===== config.mk =====
export PLATFORM = sky130hd
export DESIGN_NAME = intr_presenter
export DESIGN_NICKNAME = d
export VERILOG_FILES = /design/src/rtl/ipres_pkg.sv /design/src/rtl/ipres_op_select.sv /design/src/rtl/ipres_admit.sv /design/src/rtl/intr_presenter.sv
export SDC_FILE = /design/constraint.sdc
export NUM_CORES = 1
export LEC_CHECK = 0
export BUFFER_PORTS_ARGS = -buffer_cell sky130_fd_sc_hd__buf_2
export CORE_UTILIZATION = 47
export CTS_CLUSTER_SIZE = 14
export DETAILED_ROUTE_END_ITERATION = 12
export GPL_TIMING_DRIVEN = 0
export HOLD_SLACK_MARGIN = 0.15
export PLACE_DENSITY = 0.85
export SLEW_MARGIN = 20
export SYNTH_ARGS = -nofsm -noshare
export SYNTH_HDL_FRONTEND = slang
export SYNTH_SLANG_ARGS = --single-unit

===== constraint.sdc =====
create_clock -name clk -period 4.1 [get_ports clk]
set_input_delay 0.82 -clock clk [delete_from_list [all_inputs] [get_ports clk]]
set_output_delay 0.82 -clock clk [all_outputs]
set_load 0.005 [all_outputs]

===== src/rtl/ipres_pkg.sv =====
// Shared definitions for the interrupt presenter.
// Assumes nothing beyond a single clock domain.
package ipres_pkg;
    // Request class acting in one cycle, highest rank first
    typedef enum logic [2:0] {
        OP_IDLE,
        OP_ACCEPT,
        OP_EOI,
        OP_PRIO,
        OP_IPI,
        OP_OFFER
    } op_e;
endpackage


===== src/rtl/ipres_op_select.sv =====
// Picks the one request that acts this cycle.
// Assumes request strobes are one-cycle pulses; lower-ranked coincident
// requests are dropped by the caller.
module ipres_op_select
    import ipres_pkg::*;
(
    input  logic acc_req,
    input  logic eoi_req,
    input  logic prio_req,
    input  logic ipi_req,
    input  logic offer_req,
    output op_e  op
);
    // Fixed-rank priority encode of the request strobes
    always_comb begin
        if (acc_req)        op = OP_ACCEPT;
        else if (eoi_req)   op = OP_EOI;
        else if (prio_req)  op = OP_PRIO;
        else if (ipi_req)   op = OP_IPI;
        else if (offer_req) op = OP_OFFER;
        else                op = OP_IDLE;
    end
endmodule


===== src/rtl/ipres_admit.sv =====
// Admission test shared by external offers and the IPI source.
// A candidate wins when it beats the current priority and is strictly
// more favoured than any entry already pending. Assumes lower value = more favoured.
module ipres_admit #(
    parameter int PRIO_W = 8,
    parameter int SRC_W  = 24
) (
    input  logic [PRIO_W-1:0] cur_prio,
    input  logic [SRC_W-1:0]  pend_src,
    input  logic [PRIO_W-1:0] pend_prio,
    input  logic [PRIO_W-1:0] cand_prio,
    output logic              admit
);
    logic busy;

    // Combinational win/lose decision for one candidate
    always_comb begin
        busy  = (pend_src != '0) && (pend_prio <= cand_prio);
        admit = (cand_prio < cur_prio) && !busy;
    end
endmodule


===== src/rtl/intr_presenter.sv =====
// Per-processor interrupt presenter.
// Holds the request word (current priority, pending number), the pending
// priority and the IPI priority register; admits or rejects source offers,
// serves accept/EOI/priority writes and drives the level output plus
// one-cycle reject/EOI/resend pulses. Assumes offered numbers are nonzero
// and differ from the IPI number.
module intr_presenter
    import ipres_pkg::*;
#(
    parameter int SRC_W   = 24,
    parameter int PRIO_W  = 8,
    parameter int IPI_SRC = 2
) (
    input  logic                     clk,
    input  logic                     rst_n,
    input  logic                     offer_valid,
    input  logic [SRC_W-1:0]         offer_src,
    input  logic [PRIO_W-1:0]        offer_prio,
    input  logic                     cppr_wr,
    input  logic [PRIO_W-1:0]        cppr_data,
    input  logic                     mfrr_wr,
    input  logic [PRIO_W-1:0]        mfrr_data,
    input  logic                     accept_rd,
    input  logic                     eoi_wr,
    input  logic [SRC_W+PRIO_W-1:0]  eoi_data,
    output logic [SRC_W+PRIO_W-1:0]  poll_req,
    output logic [PRIO_W-1:0]        poll_ipi,
    output logic                     irq_out,
    output logic                     rej_valid,
    output logic [SRC_W-1:0]         rej_src,
    output logic                     eoi_valid,
    output logic [SRC_W-1:0]         eoi_src,
    output logic                     resend_valid
);
    localparam int REQ_W = SRC_W + PRIO_W;
    localparam logic [PRIO_W-1:0] LEAST  = {PRIO_W{1'b1}};
    localparam logic [SRC_W-1:0]  IPI_NR = SRC_W'(IPI_SRC);

    // State
    logic [PRIO_W-1:0] cur_q, pend_q, ipi_q;
    logic [SRC_W-1:0]  src_q;
    logic              own_q, irq_q;
    logic              rv_q, ev_q, rs_q;
    logic [SRC_W-1:0]  rsrc_q, esrc_q;

    // Next state
    logic [PRIO_W-1:0] cur_d, pend_d, ipi_d;
    logic [SRC_W-1:0]  src_d;
    logic              own_d, irq_d;
    logic              rv_d, ev_d, rs_d;
    logic [SRC_W-1:0]  rsrc_d, esrc_d;

    op_e               op;
    logic [PRIO_W-1:0] eoi_prio;
    logic [PRIO_W-1:0] ipi_cur, ipi_cand;
    logic              offer_ok, ipi_ok;

    assign eoi_prio = eoi_data[REQ_W-1 -: PRIO_W];

    ipres_op_select u_sel (
        .acc_req   (accept_rd),
        .eoi_req   (eoi_wr),
        .prio_req  (cppr_wr),
        .ipi_req   (mfrr_wr),
        .offer_req (offer_valid),
        .op        (op)
    );

    // Current priority the IPI check must see after this cycle's write
    always_comb begin
        case (op)
            OP_EOI:  ipi_cur = eoi_prio;
            OP_PRIO: ipi_cur = cppr_data;
            default: ipi_cur = cur_q;
        endcase
        ipi_cand = (op == OP_IPI) ? mfrr_data : ipi_q;
    end

    ipres_admit #(.PRIO_W(PRIO_W), .SRC_W(SRC_W)) u_offer_admit (
        .cur_prio  (cur_q),
        .pend_src  (src_q),
        .pend_prio (pend_q),
        .cand_prio (offer_prio),
        .admit     (offer_ok)
    );

    ipres_admit #(.PRIO_W(PRIO_W), .SRC_W(SRC_W)) u_ipi_admit (
        .cur_prio  (ipi_cur),
        .pend_src  (src_q),
        .pend_prio (pend_q),
        .cand_prio (ipi_cand),
        .admit     (ipi_ok)
    );

    // Next-state and pulse decode for the single acting request
    always_comb begin
        cur_d  = cur_q;
        pend_d = pend_q;
        ipi_d  = ipi_q;
        src_d  = src_q;
        own_d  = own_q;
        irq_d  = irq_q;
        rv_d   = 1'b0;
        rsrc_d = rsrc_q;
        ev_d   = 1'b0;
        esrc_d = esrc_q;
        rs_d   = 1'b0;
        case (op)
            OP_ACCEPT: begin
                cur_d  = pend_q;
                src_d  = '0;
                pend_d = LEAST;
                own_d  = 1'b0;
                irq_d  = 1'b0;
            end
            OP_EOI: begin
                cur_d  = eoi_prio;
                ev_d   = 1'b1;
                esrc_d = eoi_data[SRC_W-1:0];
                if (src_q == '0) begin
                    rs_d = 1'b1;
                    if (ipi_ok) begin
                        src_d  = IPI_NR;
                        pend_d = ipi_q;
                        own_d  = 1'b0;
                        irq_d  = 1'b1;
                    end
                end
            end
            OP_PRIO: begin
                cur_d = cppr_data;
                if (cppr_data < cur_q) begin
                    if ((src_q != '0) && (cppr_data <= pend_q)) begin
                        rv_d   = own_q;
                        rsrc_d = own_q ? src_q : rsrc_q;
                        src_d  = '0;
                        pend_d = LEAST;
                        own_d  = 1'b0;
                        irq_d  = 1'b0;
                    end
                end else if (src_q == '0) begin
                    rs_d = 1'b1;
                    if (ipi_ok) begin
                        src_d  = IPI_NR;
                        pend_d = ipi_q;
                        own_d  = 1'b0;
                        irq_d  = 1'b1;
                    end
                end
            end
            OP_IPI: begin
                ipi_d = mfrr_data;
                if (ipi_ok) begin
                    rv_d   = (src_q != '0) && own_q;
                    rsrc_d = rv_d ? src_q : rsrc_q;
                    src_d  = IPI_NR;
                    pend_d = mfrr_data;
                    own_d  = 1'b0;
                    irq_d  = 1'b1;
                end
            end
            OP_OFFER: begin
                if (offer_ok) begin
                    rv_d   = (src_q != '0) && own_q;
                    rsrc_d = rv_d ? src_q : rsrc_q;
                    src_d  = offer_src;
                    pend_d = offer_prio;
                    own_d  = 1'b1;
                    irq_d  = 1'b1;
                end else begin
                    rv_d   = 1'b1;
                    rsrc_d = offer_src;
                end
            end
            default: ;
        endcase
    end

    // State registers with synchronous active-low reset
    always_ff @(posedge clk) begin
        if (!rst_n) begin
            cur_q  <= '0;
            src_q  <= '0;
            pend_q <= LEAST;
            ipi_q  <= LEAST;
            own_q  <= 1'b0;
            irq_q  <= 1'b0;
            rv_q   <= 1'b0;
            rsrc_q <= '0;
            ev_q   <= 1'b0;
            esrc_q <= '0;
            rs_q   <= 1'b0;
        end else begin
            cur_q  <= cur_d;
            src_q  <= src_d;
            pend_q <= pend_d;
            ipi_q  <= ipi_d;
            own_q  <= own_d;
            irq_q  <= irq_d;
            rv_q   <= rv_d;
            rsrc_q <= rsrc_d;
            ev_q   <= ev_d;
            esrc_q <= esrc_d;
            rs_q   <= rs_d;
        end
    end

    assign poll_req     = {cur_q, src_q};
    assign poll_ipi     = ipi_q;
    assign irq_out      = irq_q;
    assign rej_valid    = rv_q;
    assign rej_src      = rsrc_q;
    assign eoi_valid    = ev_q;
    assign eoi_src      = esrc_q;
    assign resend_valid = rs_q;

    // refused offer comes back as a reject and leaves the pending slot alone
    a_r3_refuse_low_prio: assert property (@(posedge clk) disable iff (!rst_n)
        (op == OP_OFFER && offer_prio >= cur_q)
        |=> (rej_valid && rej_src == $past(offer_src) && $stable(src_q)));

    // an admitted offer is latched and raises the output
    a_r5_take_offer: assert property (@(posedge clk) disable iff (!rst_n)
        (op == OP_OFFER && offer_ok)
        |=> (irq_out && src_q == $past(offer_src) && pend_q == $past(offer_prio)));

    // accepting read hands pending priority to the current priority and empties the slot
    a_r6_accept: assert property (@(posedge clk) disable iff (!rst_n)
        accept_rd |=> (!irq_out && src_q == '0 && pend_q == LEAST && cur_q == $past(pend_q)));

    // EOI pulse carries the written number
    a_r10_eoi_pulse: assert property (@(posedge clk) disable iff (!rst_n)
        (eoi_wr && !accept_rd) |=> (eoi_valid && eoi_src == $past(eoi_data[SRC_W-1:0])));

    // an IPI load is never reported as a reject of the IPI number
    a_r9_ipi_no_self_reject: assert property (@(posedge clk) disable iff (!rst_n)
        (op == OP_IPI && ipi_ok && !own_q) |=> !rej_valid);

    // the output level tracks a nonzero pending number
    a_r2_level_matches: assert property (@(posedge clk) disable iff (!rst_n)
        irq_out == (src_q != '0));
endmodule


==> results of run 1 <==
## state kept, by name, summed over array words and instances (netlist names)
register / flops
src_q: 24
rej_valid: 1
irq_out: 1
eoi_valid: 1
own_q: 1
poll_ipi: 8
rej_src: 24
eoi_src: 24
cur_q: 8
resend_valid: 1
pend_q: 8
## per-stage QoR
stage / setup slack, ns / TNS (ns) / utilization
4_1_cts: 0.01653 / 0 / 0.6057
5_1_grt: 0.004701 / 0 / 0.6100
3_3_place_gp: -0.9237 / -44.53 / 0.5773
2_1_floorplan: 0.001171 / 0 / -
6_report: 0.1346 / 0 / 0.6100
3_5_place_dp: -1.004 / -46.76 / 0.5777
## cell usage after synthesis, types with 2 or more instances
library cell and instances:
o2111ai_1 7, a31oi_1 2, clkbuf_1 33, ha_1 43
a32o_1 2, o21ai_1 5, a21oi_1 30, nand4_1 8
inv_1 47, o32ai_1 3, a21o_1 6, a221oi_1 3
nor3_1 6, a22oi_1 7, o31ai_1 3, nand3_1 15
or3_1 2, o31a_1 3, nand2b_1 8, o211ai_1 17
dfxtp_1 101, o21ai_0 21, a21boi_0 33, nor2_1 42
o221ai_1 8, buf_2 9, and2_1 8, o21a_1 2
and4_1 2, buf_4 2, a2111o_1 2, nor4_1 10
and3_1 3, a22o_1 33, o221a_2 7, a211o_1 2
nand3b_1 2, nor2b_1 4, o22ai_1 13, nand2_1 103
mux2i_1 12, a211oi_1 9
## kinds of logic after synthesis
| group | synth area share |
|---|---|
| compound gates | 0.2954 |
| simple gates | 0.1775 |
| flops | 0.3452 |
| buf+inv | 0.06151 |
| fa+ha+maj | 0.09355 |
| mux | 0.02542 |
| xor+xnor | 0.001495 |
## worst max-delay path, stage by stage
cell and delay (ns):
buf_2 0.11, buf_2 0.17, nor4b_4 0.39, clkbuf_8 0.24
nor2_1 0.06, a21oi_2 0.16, ha_1 0.27, a21o_1 0.16
a21o_1 0.17, a221o_1 0.38, a2111oi_2 0.53, nor4_4 0.11
o21ai_2 0.24, clkbuf_4 0.26, o22ai_1 0.11
## layout make-up
cell class | instances | share of cell area
plain buffers | 42 | 0.02704
clock buffers | 13 | 0.03673
clock inverters | 3 | 0.002551
inverters | 47 | 0.02398
multi-input cells | 512 | 0.4828
flip-flops and latches | 101 | 0.2748
well taps | 168 | 0.02857
repair buffers | 180 | 0.1235
## timing repair
action	4_1_cts	5_1_grt
buffers inserted	2	1
resized for setup	12	15
endpoints found under the setup margin	59	56
pin swaps	2	1
## worst min path at each step
stage | startpoint | endpoint
6_report | eoi_src[3]$_SDFFE_PN0P_ | eoi_src[3]$_SDFFE_PN0P_
3_3_place_gp | eoi_src[12]$_SDFFE_PN0P_ | eoi_src[12]$_SDFFE_PN0P_
2_1_floorplan | eoi_src[10]$_SDFFE_PN0P_ | eoi_src[10]$_SDFFE_PN0P_
3_5_place_dp | eoi_src[3]$_SDFFE_PN0P_ | eoi_src[3]$_SDFFE_PN0P_
4_1_cts | eoi_src[9]$_SDFFE_PN0P_ | eoi_src[9]$_SDFFE_PN0P_
5_1_grt | eoi_src[15]$_SDFFE_PN0P_ | eoi_src[15]$_SDFFE_PN0P_
## routing by layer
| layer | GRT usage | vias to the layer above | routed length, um |
|---|---|---|---|
| met3 | 0.08927 | 43 | 1681 |
| li1 | - | 2973 | - |
| met2 | 0.4549 | 285 | 8309 |
| met5 | 0 | - | 0 |
| met1 | 0.3713 | 2879 | 7974 |
| met4 | 0.1219 | 0 | 481 |
## report_power, final
group          switching [uW]  internal [uW]  total (uW)
Clock                     384            461         845
Sequential               46.0           1020        1070
Combinational             337            240         577
Total                     766           1730        2490
==> run summary, run 1 <==
Worst Max-Slew Pin Slew - 0.8275 ns
Pwr Total - 2492 uW
Netlist cell types - 68
Register-to-Register Setup Slack - 0.47 ns
placed insts - 1,049
critical path peak fanout - 10
CTS clk-pin slew, worst paths - 0.07 ns
Overflow after GRT - 0
min Tclk post-route - 3.965 ns
die area - 0.01291 mm2
clk_lat worst skew - 0.36 ns
ANT cells - 0
gr usage total - 0.2909
Ports - 179
FFs w/ async S/R, synth - 0
CTS Sinks - 101
Final Max Tran Viols - 0
CTS tree - yes
area taken by multi-input logic gates - 0.003552 mm2
vias in the first global route - 5,912
most frequent cells in the layout - buf_2, nand2_1, dfxtp_1
Critical Path Sink Type - flop
Clk Tree Root Cell - clkbuf_16
sequential-to-total area share from yosys stat - 0.3452
core area - 0.01206 mm2
reg-to-reg endpoint - src_q[7]$_SDFFE_PN0P_
crit path launch - eoi_wr
Worst EP required - 4.32 ns
max-cap check violation count - 0
DRT antenna net count - 0
Post-synth EDFFs - 0
Leakage - 0.003428 uW
maximum VDD drop - 0.2938 mV
largest area contributor in the netlist - dfxtp_1
Max clock buf depth - 2
top cells by area, synth - dfxtp_1, ha_1, nand2_1
Layout Skew - 0.01010 ns
Yosys top cell area share - 0.3452
Nets - 1,023
commonest non-fill, non-tap cell in the layout - buf_2
worst reg2reg path depth - 10
Synth Register Bits - 101
Yosys warnings - 0
cell area after layout - 0.007357 mm2
initial DRC count - 473
fillcell total - 1,092
Mean Syn Cell Area - 8.321 um2
final wirelength - 18,450 um
Pwr per Cell Area - 338.7 mW/mm2
first-pass GRT wire length - 29,480 um
Hold WC Path Type - flop to flop
Mapped Cells - 704
Placement Rows - 40
count of final hold-check violations - 0
Storage cell area - 0.002022 mm2
RSZ-0062 raised after global routing - no
Final HPWL DP - 14,290 um
Avg WL per Cell - 17.30 um
Area Overhead vs Synth - 25.59%
Crit Path Class - primary input to flop
cts bufs inserted - 9
die width - 113.6 um
Tcrit/Tclk final - 0.9672
status - completed
hold_ws - 0.4591 ns
initial core utilization - 0.4857
proportion of layout cells with a drive suffix above 1 - 0.2639
crit path to - rej_src[11]$_SDFFE_PN0P_
WP data arrival - 4.19 ns
startpoint types - primary input
synthesized area - 0.005858 mm2
initial antenna violation count - 0
vias post-DR - 6,180
# hold bufs at CTS - 0
largest net degree at the start of global routing - 16
H-Tree Depth - 3
slew margin rel. - 0.4436
vias per cell - 5.797
Hold Path Cell Cnt - 2
placed inst area - 0.006968 mm2
port buffer count - 177
Die Span Y - 113.6 um
ys flop type - dfxtp_1
worst r2r src - src_q[17]$_SDFFE_PN0P_
GPL Wtd Cong - 0.9835
fmax - 252.2 MHz
non-filler instance count after layout - 1,066
syn nets - 834
DRT Pass-1 Iters - 5
Setup violations, final - 0
Residual DRC - 0
(Power assumes the default switching activity.)
==> inputs of run 2 (changes only) <==
Settings changed: PLACE_DENSITY 0.85 to 0.81.
==> run summary, run 2 (synthesis gave the netlist of run 1 again) <==
final worst setup slack - 0.1408 ns
GPL Wtd Cong - 0.9657
Max stage delay cell, worst path - a2111o_1
most frequent cells in the layout - buf_2, nand2_1, dfxtp_1
commonest non-fill, non-tap cell in the layout - buf_2
RSZ-0062 raised after global routing - yes
max-cap check violation count - 0
CTS clk-pin slew, worst paths - 0.07 ns
Pwr per Cell Area - 342.3 mW/mm2
sequential group share of total power - 0.422
Crit Path Class - primary input to flop
Clk Tree Root Cell - clkbuf_16
Die Span Y - 113.6 um
share of total power in the clock network - 0.348
initial antenna violation count - 0
worst r2r src - src_q[1]$_SDFFE_PN0P_
Setup violations, final - 0
Final TNS setup - 0 ns
cts bufs inserted - 9
core area - 0.01206 mm2
Place WS - -1.010 ns
H-Tree Depth - 3
fillcell total - 1,103
largest net degree at the start of global routing - 17
Hold Path Origin - eoi_src[18]$_SDFFE_PN0P_
Critical Path Sink Type - flop
Ports - 179
hold path endpoint - eoi_src[18]$_SDFFE_PN0P_
fmax - 252.6 MHz
slew margin rel. - 0.4401
vias per cell - 5.816
Tcrit/Tclk final - 0.9657
Storage cell area - 0.002022 mm2
Final HPWL DP - 14,480 um
vias post-DR - 6,217
die width - 113.6 um
Layout Skew - 0.01534 ns
startpoint types - primary input
combinational share of power - 0.230
Placement Rows - 40
Residual DRC - 0
Leakage - 0.003445 uW
DRT Pass-1 Iters - 6
initial DRC count - 536
Nets - 1,026
CP top delay family - compound AO/OA/AOI/OAI gates
Avg WL per Cell - 17.74 um
P_sw - 773.3 uW
Overflow after GRT - 0
crit path launch - eoi_wr
Core Util, Final - 0.6131
maximum VDD drop - 0.2296 mV
initial core utilization - 0.4857
worst reg2reg path depth - 10
Register-to-Register Setup Slack - 0.29 ns
Hold Path Cell Cnt - 2
Worst EP required - 4.39 ns
first-pass GRT wire length - 29,600 um
final wirelength - 18,970 um
critical path peak fanout - 10
Hold WC Path Type - flop to flop
P_int - 1758 uW
count of final hold-check violations - 0
WP data arrival - 4.25 ns
proportion of layout cells with a drive suffix above 1 - 0.2664
Worst Max-Slew Pin Slew - 0.8343 ns
die area - 0.01291 mm2
Max clock buf depth - 2
CTS Sinks - 101
gr usage total - 0.2918
critical path's largest stage delay - 0.44 ns
Area Overhead vs Synth - 26.23%
CTS tree - yes
ANT cells - 0
status - completed
crit path cell chain - buf_2 > buf_2 > nor4b_4 > buf_4 > clkbuf_8 > nor2_1 > a21oi_2 > ha_1 > a21o_1 > a21o_1 > a221o_1 > a2111o_1 > a31oi_2 > o31a_1 > buf_6 > a22o_1
hold_ws - 0.4580 ns
net switching fraction of the power - 0.3055
reg-to-reg endpoint - src_q[8]$_SDFFE_PN0P_
clk_lat worst skew - 0.36 ns
vias in the first global route - 5,921
min Tclk post-route - 3.959 ns
Final Max Tran Viols - 0
port buffer count - 177
DRT antenna net count - 0
placed insts - 1,049
Buf/Inv on CP - 5
area taken by multi-input logic gates - 0.003543 mm2
non-filler instance count after layout - 1,069
run 2: repair_timing:
action,CTS,global route
gates cloned,0,1
hold buffers,0,0
setup endpoints to repair,59,53
buffers inserted,3,2
resized for setup,12,18
pin swaps,3,4
run 2: power groups by stage:
stage / registers [uW] / logic [uW] / clock network [uW]
floorplan: 1080 / 348 / 0
global placement: 1090 / 532 / 0
detailed placement: 1090 / 544 / 0
CTS: 1070 / 558 / 893
global route: 1070 / 645 / 927
finish: 1070 / 582 / 881
run 2: worst min-delay path, cell delays in order (launching register included):
cell      delay [ns]
dfxtp_1         0.31
nand2_1         0.04
a21boi_0        0.06
run 2: per-stage QoR:
step	power [uW]	instance area, um2
finish	2531	7395
global route	2646	7395
CTS	2518	7316
detailed placement	1633	6963
global placement	1621	6963
floorplan	1428	5867
run 2: worst max path at each step:
stage / endpoint / slack, ns / cells after the start
finish: src_q[8]$_SDFFE_PN0P_ / 0.14 / 16
global route: rej_src[7]$_SDFFE_PN0P_ / -0.02 / 16
CTS: src_q[17]$_SDFFE_PN0P_ / 0.002 / 15
detailed placement: rej_src[23]$_SDFFE_PN0P_ / -1.01 / 14
global placement: rej_src[14]$_SDFFE_PN0P_ / -0.96 / 14
floorplan: src_q[10]$_SDFFE_PN0P_ / 0.001 / 14
run 2: area by class of cell:
class | count | share of cell area
repair buffers | 183 | 0.1259
flip-flops and latches | 101 | 0.2734
multi-input cells | 512 | 0.4792
inverters | 47 | 0.02386
well taps | 168 | 0.02843
clock buffers | 11 | 0.03283
plain buffers | 42 | 0.02826
clock inverters | 5 | 0.008122
run 2: routing by layer:
metal	up-vias	global-route usage	share of wire
li1	2982	-	-
met1	2856	0.3814	0.43
met2	330	0.4512	0.44
met3	49	0.07439	0.093
met4	0	0.1351	0.034
met5	-	0	0
